### config.mk
export PLATFORM = sky130hd
export DESIGN_NAME = bank_window_mapper
export DESIGN_NICKNAME = d
export VERILOG_FILES = /design/src/rtl/bank_window_mapper.sv
export SDC_FILE = /design/constraint.sdc
export NUM_CORES = 1
export LEC_CHECK = 0
export BUFFER_PORTS_ARGS = -buffer_cell sky130_fd_sc_hd__buf_2
export CAP_MARGIN = 10
export CORE_AREA = 4 4 46 48
export DETAILED_ROUTE_END_ITERATION = 10
export DIE_AREA = 0 0 50 52
export GPL_ROUTABILITY_DRIVEN = 0
export PLACE_DENSITY_LB_ADDON = 0.08
export SYNTH_ARGS = -nofsm -noshare
export SYNTH_HDL_FRONTEND = slang
export SYNTH_SLANG_ARGS = --single-unit
export TNS_END_PERCENT = 5
### constraint.sdc
create_clock -name clk -period 3.57 [get_ports clk]
set_clock_uncertainty 0.15 [all_clocks]
set_input_delay 0.714 -clock clk [delete_from_list [all_inputs] [get_ports clk]]
set_output_delay 0.714 -clock clk [all_outputs]
set_load 0.05 [all_outputs]
### src/rtl/bank_window_mapper.sv
module bank_window_mapper #(
  parameter int BANK_W   = 5,
  parameter int OFS_W    = 14,
  parameter int RED_LAST = 19
) (
  input  logic                   clk,
  input  logic                   rst_n,
  input  logic [15:0]            cpu_addr,
  input  logic                   cpu_access,
  input  logic                   io_wr,
  input  logic [7:0]             io_data,
  input  logic                   reduced_cap,
  output logic [BANK_W-1:0]      phys_bank,
  output logic [OFS_W-1:0]       phys_offset,
  output logic [BANK_W+OFS_W-1:0] phys_addr,
  output logic                   grp_lo_en,
  output logic                   grp_hi_en
);
  logic [BANK_W-1:0] cfg_q;
  logic [BANK_W-1:0] cpu_bank;
  logic [BANK_W-1:0] vid_bank;
  logic [1:0]        win;
  logic              cfg_load, hi_sel, void_sel;

  assign win      = cpu_addr[15:14];
  assign cfg_load = io_wr && !cpu_addr[15] && (io_data[7:6] == 2'b11);

  always_ff @(posedge clk) begin
    if (!rst_n)        cfg_q <= '0;
    else if (cfg_load) cfg_q <= io_data[BANK_W-1:0];
  end

  always_comb begin
    case (win)
      2'd0: cpu_bank = (cfg_q == 5'd2) ? 5'd4 : 5'd0;
      2'd1: begin
        if (cfg_q < 5'd2)       cpu_bank = 5'd1;
        else if (cfg_q == 5'd2) cpu_bank = 5'd5;
        else                    cpu_bank = cfg_q;
      end
      2'd2: cpu_bank = (cfg_q == 5'd2) ? 5'd6 : 5'd2;
      default: cpu_bank = (cfg_q == 5'd0 || (cfg_q >= 5'd4 && cfg_q <= 5'd7)) ? 5'd3 : 5'd7;
    endcase
  end

  assign vid_bank  = (win == 2'd1) ? {3'b000, cfg_q[1:0]} : {3'b000, win};
  assign phys_bank = cpu_access ? cpu_bank : vid_bank;

  assign hi_sel    = cpu_access && (win == 2'd1) && cfg_q[BANK_W-1];
  assign void_sel  = hi_sel && reduced_cap && (cfg_q > RED_LAST[BANK_W-1:0]);
  assign grp_hi_en = hi_sel && !void_sel;
  assign grp_lo_en = !hi_sel;

  assign phys_offset = cpu_addr[OFS_W-1:0];
  assign phys_addr   = {phys_bank, phys_offset};
endmodule

==> results.yml, run 1 <==
clocking:
  post_cts_buffers: 0
  cts_resized: 0
  cts_made_buffers: 3
  path_clk_slew_ns: 0.05
  htreeDepth: 1
  cts-root-buf: "clkbuf_4"
  cts_buffer_depth: 2
  cts_tree: "done"
  worstSkewPairLatency_ns: 0.24
  cts_sinks: 5
  hold_buffers: 0
sta:
  setup_viol: 0
  worstMarginPinSlew_ns: 0.392
  tns_ns: 0
  max_freq_mhz: 398
  fin_crit_sh_pct: 70.5
  rsz0062_at_grt: "no"
  maxSlewViolCount: 0
  hold_violations: 0
  period_needed_ns: 2.52
  holdWs_ns: 0.418
  slew_headroom_pct: 73.5
routing:
  drt-total-wl_um: 970
  post_drt_via_cell_ratio: 4.00
  drt_iter0_markers: 0
  num_vias: 348
  drc_errors: 0
  wl_per_cell_um: 11.1
  drtPass1Iterations: 1
  ant_nets: 0
logic_synthesis:
  ys_warn_count: 0
  synth-seq-cells: 5
  synth_top_cell_by_area: "buf_4"
  yosys-top-cells-area: "buf_4, dfxtp_1, mux2i_1"
  ys_seq_area_share_pct: 18.3
  syn-cell-area_sq_um: 546
  synth_adder_area_share_pct: 0
  synth_edf_count: 0
  synth_top_family_by_area: "buffers and inverters"
  synth_cell_types: 17
  synth_xor_area_share_pct: 0
  synth_compound_area_share_pct: 8.26
  syn_nets: 95
  ys_async_sr_fraction_pct: 0
  synthSimpleGateAreaFrac_pct: 18.1
  synthCells: 66
  synth.most_common_cell: "buf_4"
  yosys-top-cells-count: "buf_4, dfxtp_1, mux2i_1, nor2b_1, nor2_1"
  yosysTopAreaCellShare_pct: 45.4
  ys.flop_type: "dfxtp_1"
  synth_mux_area_share_pct: 9.17
  syn_area_per_cell_sq_um: 8.27
layout:
  fin_nets: 92
  n_antenna_cell: 0
  largest_reg_flops: 5
  top_register: "cfg_q"
  top_regs: "cfg_q (5)"
  utilization_pct: 28.1
  syn2layout_area_growth_pct: -11.9
  drive_above_1_share_pct: 45.2
worst_setup_path:
  critPathMaxFanout: 6
  critical_path_class: "reg2out"
  required_ns: 2.71
  worstSetupStartpointType: "flop"
  cp.arrival_ns: 1.65
  reg2reg_slack_ns: 2.74
  critPathCaptureType: "output pin"
power:
  p_int_uw: 113
  vdd_drop_max_mv: 0.229
  powerDensity_nw_per_um2: 339
  seq_power_share_pct: 36.1
  switching_power_uw: 49.7
  pwr-share-clk_pct: 39.1
  power.leakage_nw: 0.264
  combinationalPowerShare_pct: 24.8
  swShare_pct: 30.5
die:
  ios: 69
  floorplan.die.width_um: 50
  rows: 15
  die_h_um: 52
  initial_core_util_pct: 31.9
  dieArea_sq_um: 2600
  core-area_sq_um: 1710
place:
  portBuffers: 25
flow_run:
  cap_viol_max_count: 0
grt:
  gr-usage-all-layers_pct: 7.34
  grt_pass1_wl_um: 1440
  grt_pass1_vias: 325
  grt_max_degree: 9
  antenna_found_initial: 0
  grt_overflow: 0
worst_hold_path:
  hold_class: "reg2reg"
outcome:
  status: "finished clean"
==> cell families after synthesis <==
family                 after synthesis
buffers and inverters               34
and+or+nand+nor                     15
AOI/OAI and AO/OA                    7
muxes                                5
DFF                                  5
==> stage by stage <==
stage	power, mW	cell area, sq um	worst slack, ns	cells
4_1_cts	0.166	480	1.03	87
5_1_grt	0.174	480	0.941	87
6_report	0.163	480	1.05	87
3_3_place_gp	0.101	454	1.04	83
2_1_floorplan	0.174	546	0.508	66
3_5_place_dp	0.101	454	1.07	83
==> final cells by class <==
class,count,area [sq um]
multi-input cells,27,194
clock buffers,4,26.3
inverters,1,3.75
flip-flops and latches,5,100
repair buffers,25,125
fillers,187,1230
well taps,25,31.3
==> worst paths after layout <==
path / endpoint / depth (start not counted) / start
max: phys_bank[2] / 4 / cfg_q[3]$_SDFFE_PN0P_
min: cfg_q[1]$_SDFFE_PN0P_ / 2 / cfg_q[1]$_SDFFE_PN0P_
max reg2reg: cfg_q[2]$_SDFFE_PN0P_ / 2 / cfg_q[2]$_SDFFE_PN0P_
min reg2reg: cfg_q[1]$_SDFFE_PN0P_ / 2 / cfg_q[1]$_SDFFE_PN0P_
==> power by group through the flow <==
stage | clock network (mW) | registers (mW) | logic, mW
floorplan | 0 | 0.0593 | 0.114
global placement | 0 | 0.0600 | 0.0411
detailed placement | 0 | 0.0599 | 0.0407
CTS | 0.0667 | 0.0589 | 0.0408
global route | 0.0719 | 0.0590 | 0.0434
finish | 0.0637 | 0.0589 | 0.0405
==> worst max-delay path, stage by stage (launching register included) <==
cell	delay, ns
dfxtp_1	0.35
or4b_1	0.53
o21ai_1	0.11
and3_1	0.16
buf_2	0.26
==> placed cells by master, fill, tap and decap left out <==
cell type,instances
buf_2,25
mux2i_1,5
nor2b_1,5
dfxtp_1,5
nor2_1,4
clkbuf_4,3
a21oi_1,2
nand4b_1,2
and4b_1,1
or4b_1,1
o21ai_0,1
o21ai_1,1
o2111ai_1,1
and3_1,1
nor4b_1,1
o31a_1,1
inv_1,1
o21a_1,1
clkbuf_1,1
==> metal layers <==
metal	GRT usage, %	part of all wire [%]	up-vias
met5	0	0	-
met4	2.76	0	0
met3	5.16	12	0
met2	10.9	45	16
met1	8.10	43	149
li1	-	-	183
No activity file was read; power rests on OpenSTA's default activity.
==> inputs of run 2 (changes only) <==
CORE_AREA = 4 4 55 47   (was 4 4 46 48)
DIE_AREA = 0 0 59 51   (was 0 0 50 52)
clock period = 2 ns   (was 3.57 ns; I/O delays follow)
==> run 2 against run 1 <==
The run now ends with setup timing left. First-iteration DRC count is 12 higher. Count of clock-buffer cells in the layout unchanged. Core utilization down 0.25 points. Flip-flop and latch count unchanged. Largest power group unchanged.
==> results.yml, run 2 (same netlist as run 1, synthesis figures left out) <==
outcome:
  status: "finished with violations"
  violations: "setup timing"
worst_setup_path:
  critical_path_class: "reg2out"
  critPathSlowestCell: "or4b_1"
  critPathMaxFanout: 2
  r2r_start: "cfg_q[3]$_SDFFE_PN0P_"
  cp.arrival_ns: 1.59
  slowest_delay_ns: 0.52
  reg2reg_to: "cfg_q[3]$_SDFFE_PN0P_"
  cp_num_buf_inv: 1
  critPathCaptureType: "output pin"
  path_cells: "or4b_1, o21ai_1, and3_4, buf_8"
  reg2reg_depth: 3
  reg2reg_slack_ns: 1.10
  worstSetupStartpointType: "flop"
  crit_family: "simple AND/OR/NAND/NOR gates"
  required_ns: 1.45
place:
  placedCellCount: 88
  portBuffers: 25
  dpl.hpwl_um: 869
layout:
  final_cell_mix: "buf_2, buf_4, mux2i_1, nor2b_1, dfxtp_1"
  final_common_cell: "buf_2"
  largest_reg_flops: 5
  fin_nets: 97
  top_regs: "cfg_q (5)"
  instances_no_fill: 92
  top_register: "cfg_q"
  syn2layout_area_growth_pct: 5.50
  n_antenna_cell: 0
  drive_above_1_share_pct: 55.2
sta:
  fin_crit_sh_pct: 107
  max_freq_mhz: 467
  period_needed_ns: 2.14
  rsz0062_at_grt: "yes"
  final.setup.worst_slack_ns: -0.141
  maxSlewViolCount: 0
  slew_headroom_pct: 74.7
  worstMarginPinSlew_ns: 0.378
  hold_violations: 0
  setup_viol: 2
clocking:
  worstSkewPairLatency_ns: 0.24
  post_cts_buffers: 0
  cts_buffer_depth: 2
  cts_tree: "done"
  path_clk_slew_ns: 0.04
  cts-root-buf: "clkbuf_4"
  cts_made_buffers: 3
  cts_sinks: 5
  htreeDepth: 1
power:
  powerDensity_nw_per_um2: 538
  total_power_uw: 310
  power.leakage_nw: 0.299
  vdd_drop_max_mv: 0.185
routing:
  drtPass1Iterations: 4
  wl_per_cell_um: 11.3
  post_drt_via_cell_ratio: 4.07
  drc_errors: 0
  num_vias: 374
  drt_iter0_markers: 12
  drt-total-wl_um: 1040
  ant_nets: 0
die:
  core-area_sq_um: 2060
  die_h_um: 51
  ios: 69
  initial_core_util_pct: 26.4
  floorplan.die.width_um: 59
  dieArea_sq_um: 3010
  rows: 15
grt:
  grt_max_degree: 7
  grt_pass1_vias: 364
  grt_pass1_wl_um: 1620
  grt_overflow: 0
  gr-usage-all-layers_pct: 7.28
  antenna_found_initial: 0
flow_run:
  cap_viol_max_count: 0
worst_hold_path:
  min_to: "cfg_q[4]$_SDFFE_PN0P_"
  hold_depth: 3
  hold_class: "in2reg"
  hp-start: "io_data[4]"
run 2: cell types whose count changed in the layout (fill, tap and decap cells not counted), sizes merged:
cell and delta:
buf +4, clkbuf +1
run 2: worst register-to-register path: cells and delay by family (launching register included):
kind,cells,cell delay [ns]
buf+inv,1,0.15
simple gates,1,0.06
flops,1,0.30
mux,1,0.13
run 2: layout make-up:
cell class,count,area [sq um]
Sequential cell,5,100
Timing Repair Buffer,30,190
Clock buffer,4,26.3
Tap cell,25,31.3
Multi-Input combinational cell,27,221
Inverter,1,6.26
Fill cell,237,1490
run 2: layer usage:
metal  GRT usage [%]  up-vias  share of wire [%]
met5               0        -                  0
met4            5.66        0                  0
met3            3.28        0                 13
met2            10.1       16                 46
met1            8.53      163                 41
li1                -      195                  -
run 2: how the worst max path moves through the flow:
stage | start | end | slack, ns | cells after the start
2_1_floorplan | cpu_addr[15] | phys_bank[4] | -0.26 | 3
3_3_place_gp | cfg_q[3]$_SDFFE_PN0P_ | phys_addr[16] | 0.08 | 4
3_5_place_dp | cfg_q[3]$_SDFFE_PN0P_ | phys_bank[2] | 0.06 | 4
4_1_cts | cfg_q[3]$_SDFFE_PN0P_ | phys_bank[2] | -0.14 | 4
5_1_grt | cfg_q[2]$_SDFFE_PN0P_ | phys_bank[2] | -0.20 | 4
6_report | cfg_q[2]$_SDFFE_PN0P_ | phys_bank[2] | -0.14 | 4
run 2: what timing repair did:
action	4_1_cts	5_1_grt
resized for setup	10	2
setup endpoints to repair	6	7
hold buffers	0	0
pin swaps	1	4
gates cloned	0	0
run 2: report_power, final:
part | total (mW) | internal, mW | switching [mW]
Clock | 0.117 | 0.0755 | 0.0420
Sequential | 0.103 | 0.102 | 0.00127
Combinational | 0.0887 | 0.0366 | 0.0521
Total | 0.310 | 0.214 | 0.0954
run 2: stage by stage:
step / area, sq um / setup slack (ns) / hold WS, ns / TNS, ns / utilization (%)
after floorplan: 563 / -0.263 / 0.374 / -1.05 / -
after global placement: 502 / 0.0763 / 0.450 / 0 / 24.3
after detailed placement: 502 / 0.0584 / 0.436 / 0 / 24.3
after CTS: 564 / -0.140 / 0.253 / -0.278 / 27.3
after global routing: 576 / -0.202 / 0.262 / -0.403 / 27.9
final: 576 / -0.141 / 0.260 / -0.281 / 27.9
==> inputs of run 3 (changes only) <==
CORE_AREA = 2 2 53 45   (was 4 4 55 47)
DIE_AREA = 0 0 55 47   (was 0 0 59 51)
SLEW_MARGIN = 20   (was not set)
==> run 3 against run 2 <==
The run still ends with setup timing left. Clock power about the same. Largest power group unchanged. Flip-flop and latch count unchanged. Via count up 1.9%. Combinational power up 0.7%. Count of clock-buffer cells in the layout unchanged. Die area down 14%. Largest cell class unchanged. Core utilization up 0.42 points. Global-route usage up 1.7 points. Register-to-register slack worse by 0.02 ns. Cell count unchanged. Sequential share of layout area about the same. Power up 0.25%.
==> results.yml, run 3 (same netlist as run 1, synthesis figures left out) <==
routing:
  ant_nets: 0
  drc_errors: 0
  drtPass1Iterations: 2
  wl_per_cell_um: 10.7
  drt_iter0_markers: 5
  drt-total-wl_um: 988
  num_vias: 381
  post_drt_via_cell_ratio: 4.14
clocking:
  path_clk_slew_ns: 0.05
  htreeDepth: 1
  post_cts_buffers: 0
  cts_tree: "done"
  cts-root-buf: "clkbuf_4"
  cts_sinks: 5
  cts_buffer_depth: 2
  cts_made_buffers: 3
  hold_buffers: 0
  worstSkewPairLatency_ns: 0.24
power:
  vdd_drop_max_mv: 0.204
  total_power_uw: 310
  seq_power_share_pct: 33.4
  p_int_uw: 215
  pwr-share-clk_pct: 37.8
  powerDensity_nw_per_um2: 531
  combinationalPowerShare_pct: 28.8
  swShare_pct: 30.8
  switching_power_uw: 95.5
  power.leakage_nw: 0.304
die:
  initial_core_util_pct: 26.4
  floorplan.die.width_um: 55
  dieArea_sq_um: 2590
  die_h_um: 47
  ios: 69
  core-area_sq_um: 2060
  rows: 15
place:
  dpl.hpwl_um: 790
  portBuffers: 25
  place_worst_setup_slack_ns: 0.0578
  placedCellCount: 88
sta:
  maxSlewViolCount: 0
  hold_violations: 0
  fin_crit_sh_pct: 106
  holdWs_ns: 0.263
  rsz0062_at_grt: "yes"
  setup_viol: 2
  slew_headroom_pct: 74.7
  worstMarginPinSlew_ns: 0.377
  period_needed_ns: 2.11
  final.setup.worst_slack_ns: -0.113
  max_freq_mhz: 473
worst_setup_path:
  critical_path_class: "reg2out"
  slowest_delay_ns: 0.53
  critPathCaptureType: "output pin"
  required_ns: 1.45
  critPathMaxFanout: 2
  path_cells: "or4b_4, o21ai_2, and3_4, buf_8"
  cp_num_buf_inv: 1
  crit_family: "simple AND/OR/NAND/NOR gates"
  critPathSlowestCell: "or4b_4"
  worstSetupStartpointType: "flop"
  cp.arrival_ns: 1.56
grt:
  antenna_found_initial: 0
  grt_max_degree: 8
  grt_overflow: 0
  gr-usage-all-layers_pct: 8.96
  grt_pass1_vias: 351
  grt_pass1_wl_um: 1590
worst_hold_path:
  hold_class: "in2reg"
layout:
  final_common_cell: "buf_2"
  top_regs: "cfg_q (5)"
  instances_no_fill: 92
  syn2layout_area_growth_pct: 7.11
  drive_above_1_share_pct: 59.7
  largest_reg_flops: 5
  n_antenna_cell: 0
  final_cell_mix: "buf_2, buf_4, mux2i_1, nor2b_1"
  fin_nets: 97
  top_register: "cfg_q"
  utilization_pct: 28.3
flow_run:
  cap_viol_max_count: 0
outcome:
  violations: "setup timing"
  status: "finished with violations"
-- run 3: cell types whose count changed in the layout (fill, tap and decap cells not counted) --
cell	change
dfxtp_1	-1
o21ai_2	+1
or4b_4	+1
or4b_1	-1
o21ai_1	-1
dfxtp_2	+1
-- run 3: metal layers --
metal  global-route usage (%)  routed length, um
met5                        0                  0
met4                     5.85                  0
met3                     3.50                 95
met2                     12.4                467
met1                     11.5                426
-- run 3: power groups by stage --
stage          clock network [mW]  logic [mW]  registers (mW)
2_1_floorplan                   0       0.204           0.106
5_1_grt                     0.128      0.0979           0.104
6_report                    0.117      0.0893           0.104
3_3_place_gp                    0      0.0802           0.105
4_1_cts                     0.122      0.0874           0.104
3_5_place_dp                    0      0.0790           0.105
-- run 3: metrics by stage --
stage / instance area [sq um] / setup TNS [ns]
floorplan: 563 / -1.05
global placement: 502 / 0
detailed placement: 502 / 0
CTS: 564 / -0.270
global route: 584 / -0.372
finish: 584 / -0.225
-- run 3: worst register-to-register path: stages, from the launching register on --
cell	delay [ns]
dfxtp_2	0.31
buf_4	0.15
mux2i_1	0.13
nor2b_1	0.06
-- run 3: final timing paths --
| path | start | to | slack [ns] | cells after the start |
|---|---|---|---|---|
| worst max register to register | cfg_q[3]$_SDFFE_PN0P_ | cfg_q[3]$_SDFFE_PN0P_ | 1.08 | 3 |
| worst min-delay path | io_data[1] | cfg_q[1]$_SDFFE_PN0P_ | 0.26 | 3 |
| worst max-delay path | cfg_q[3]$_SDFFE_PN0P_ | phys_addr[16] | -0.11 | 4 |
| worst min register to register | cfg_q[0]$_SDFFE_PN0P_ | cfg_q[0]$_SDFFE_PN0P_ | 0.46 | 2 |
-- run 3: area by class of cell --
class                   instances  area (sq um)
repair buffers                 30           190
clock buffers                   4          26.3
well taps                      25          31.3
fillers                       245          1480
flip-flops and latches          5           101
multi-input cells              27           229
inverters                       1          6.26
-- run 3: what timing repair did --
item / in CTS / in global routing
setup endpoints to repair: 6 / 7
gates resized for setup: 10 / 5
pin swaps: 1 / 2
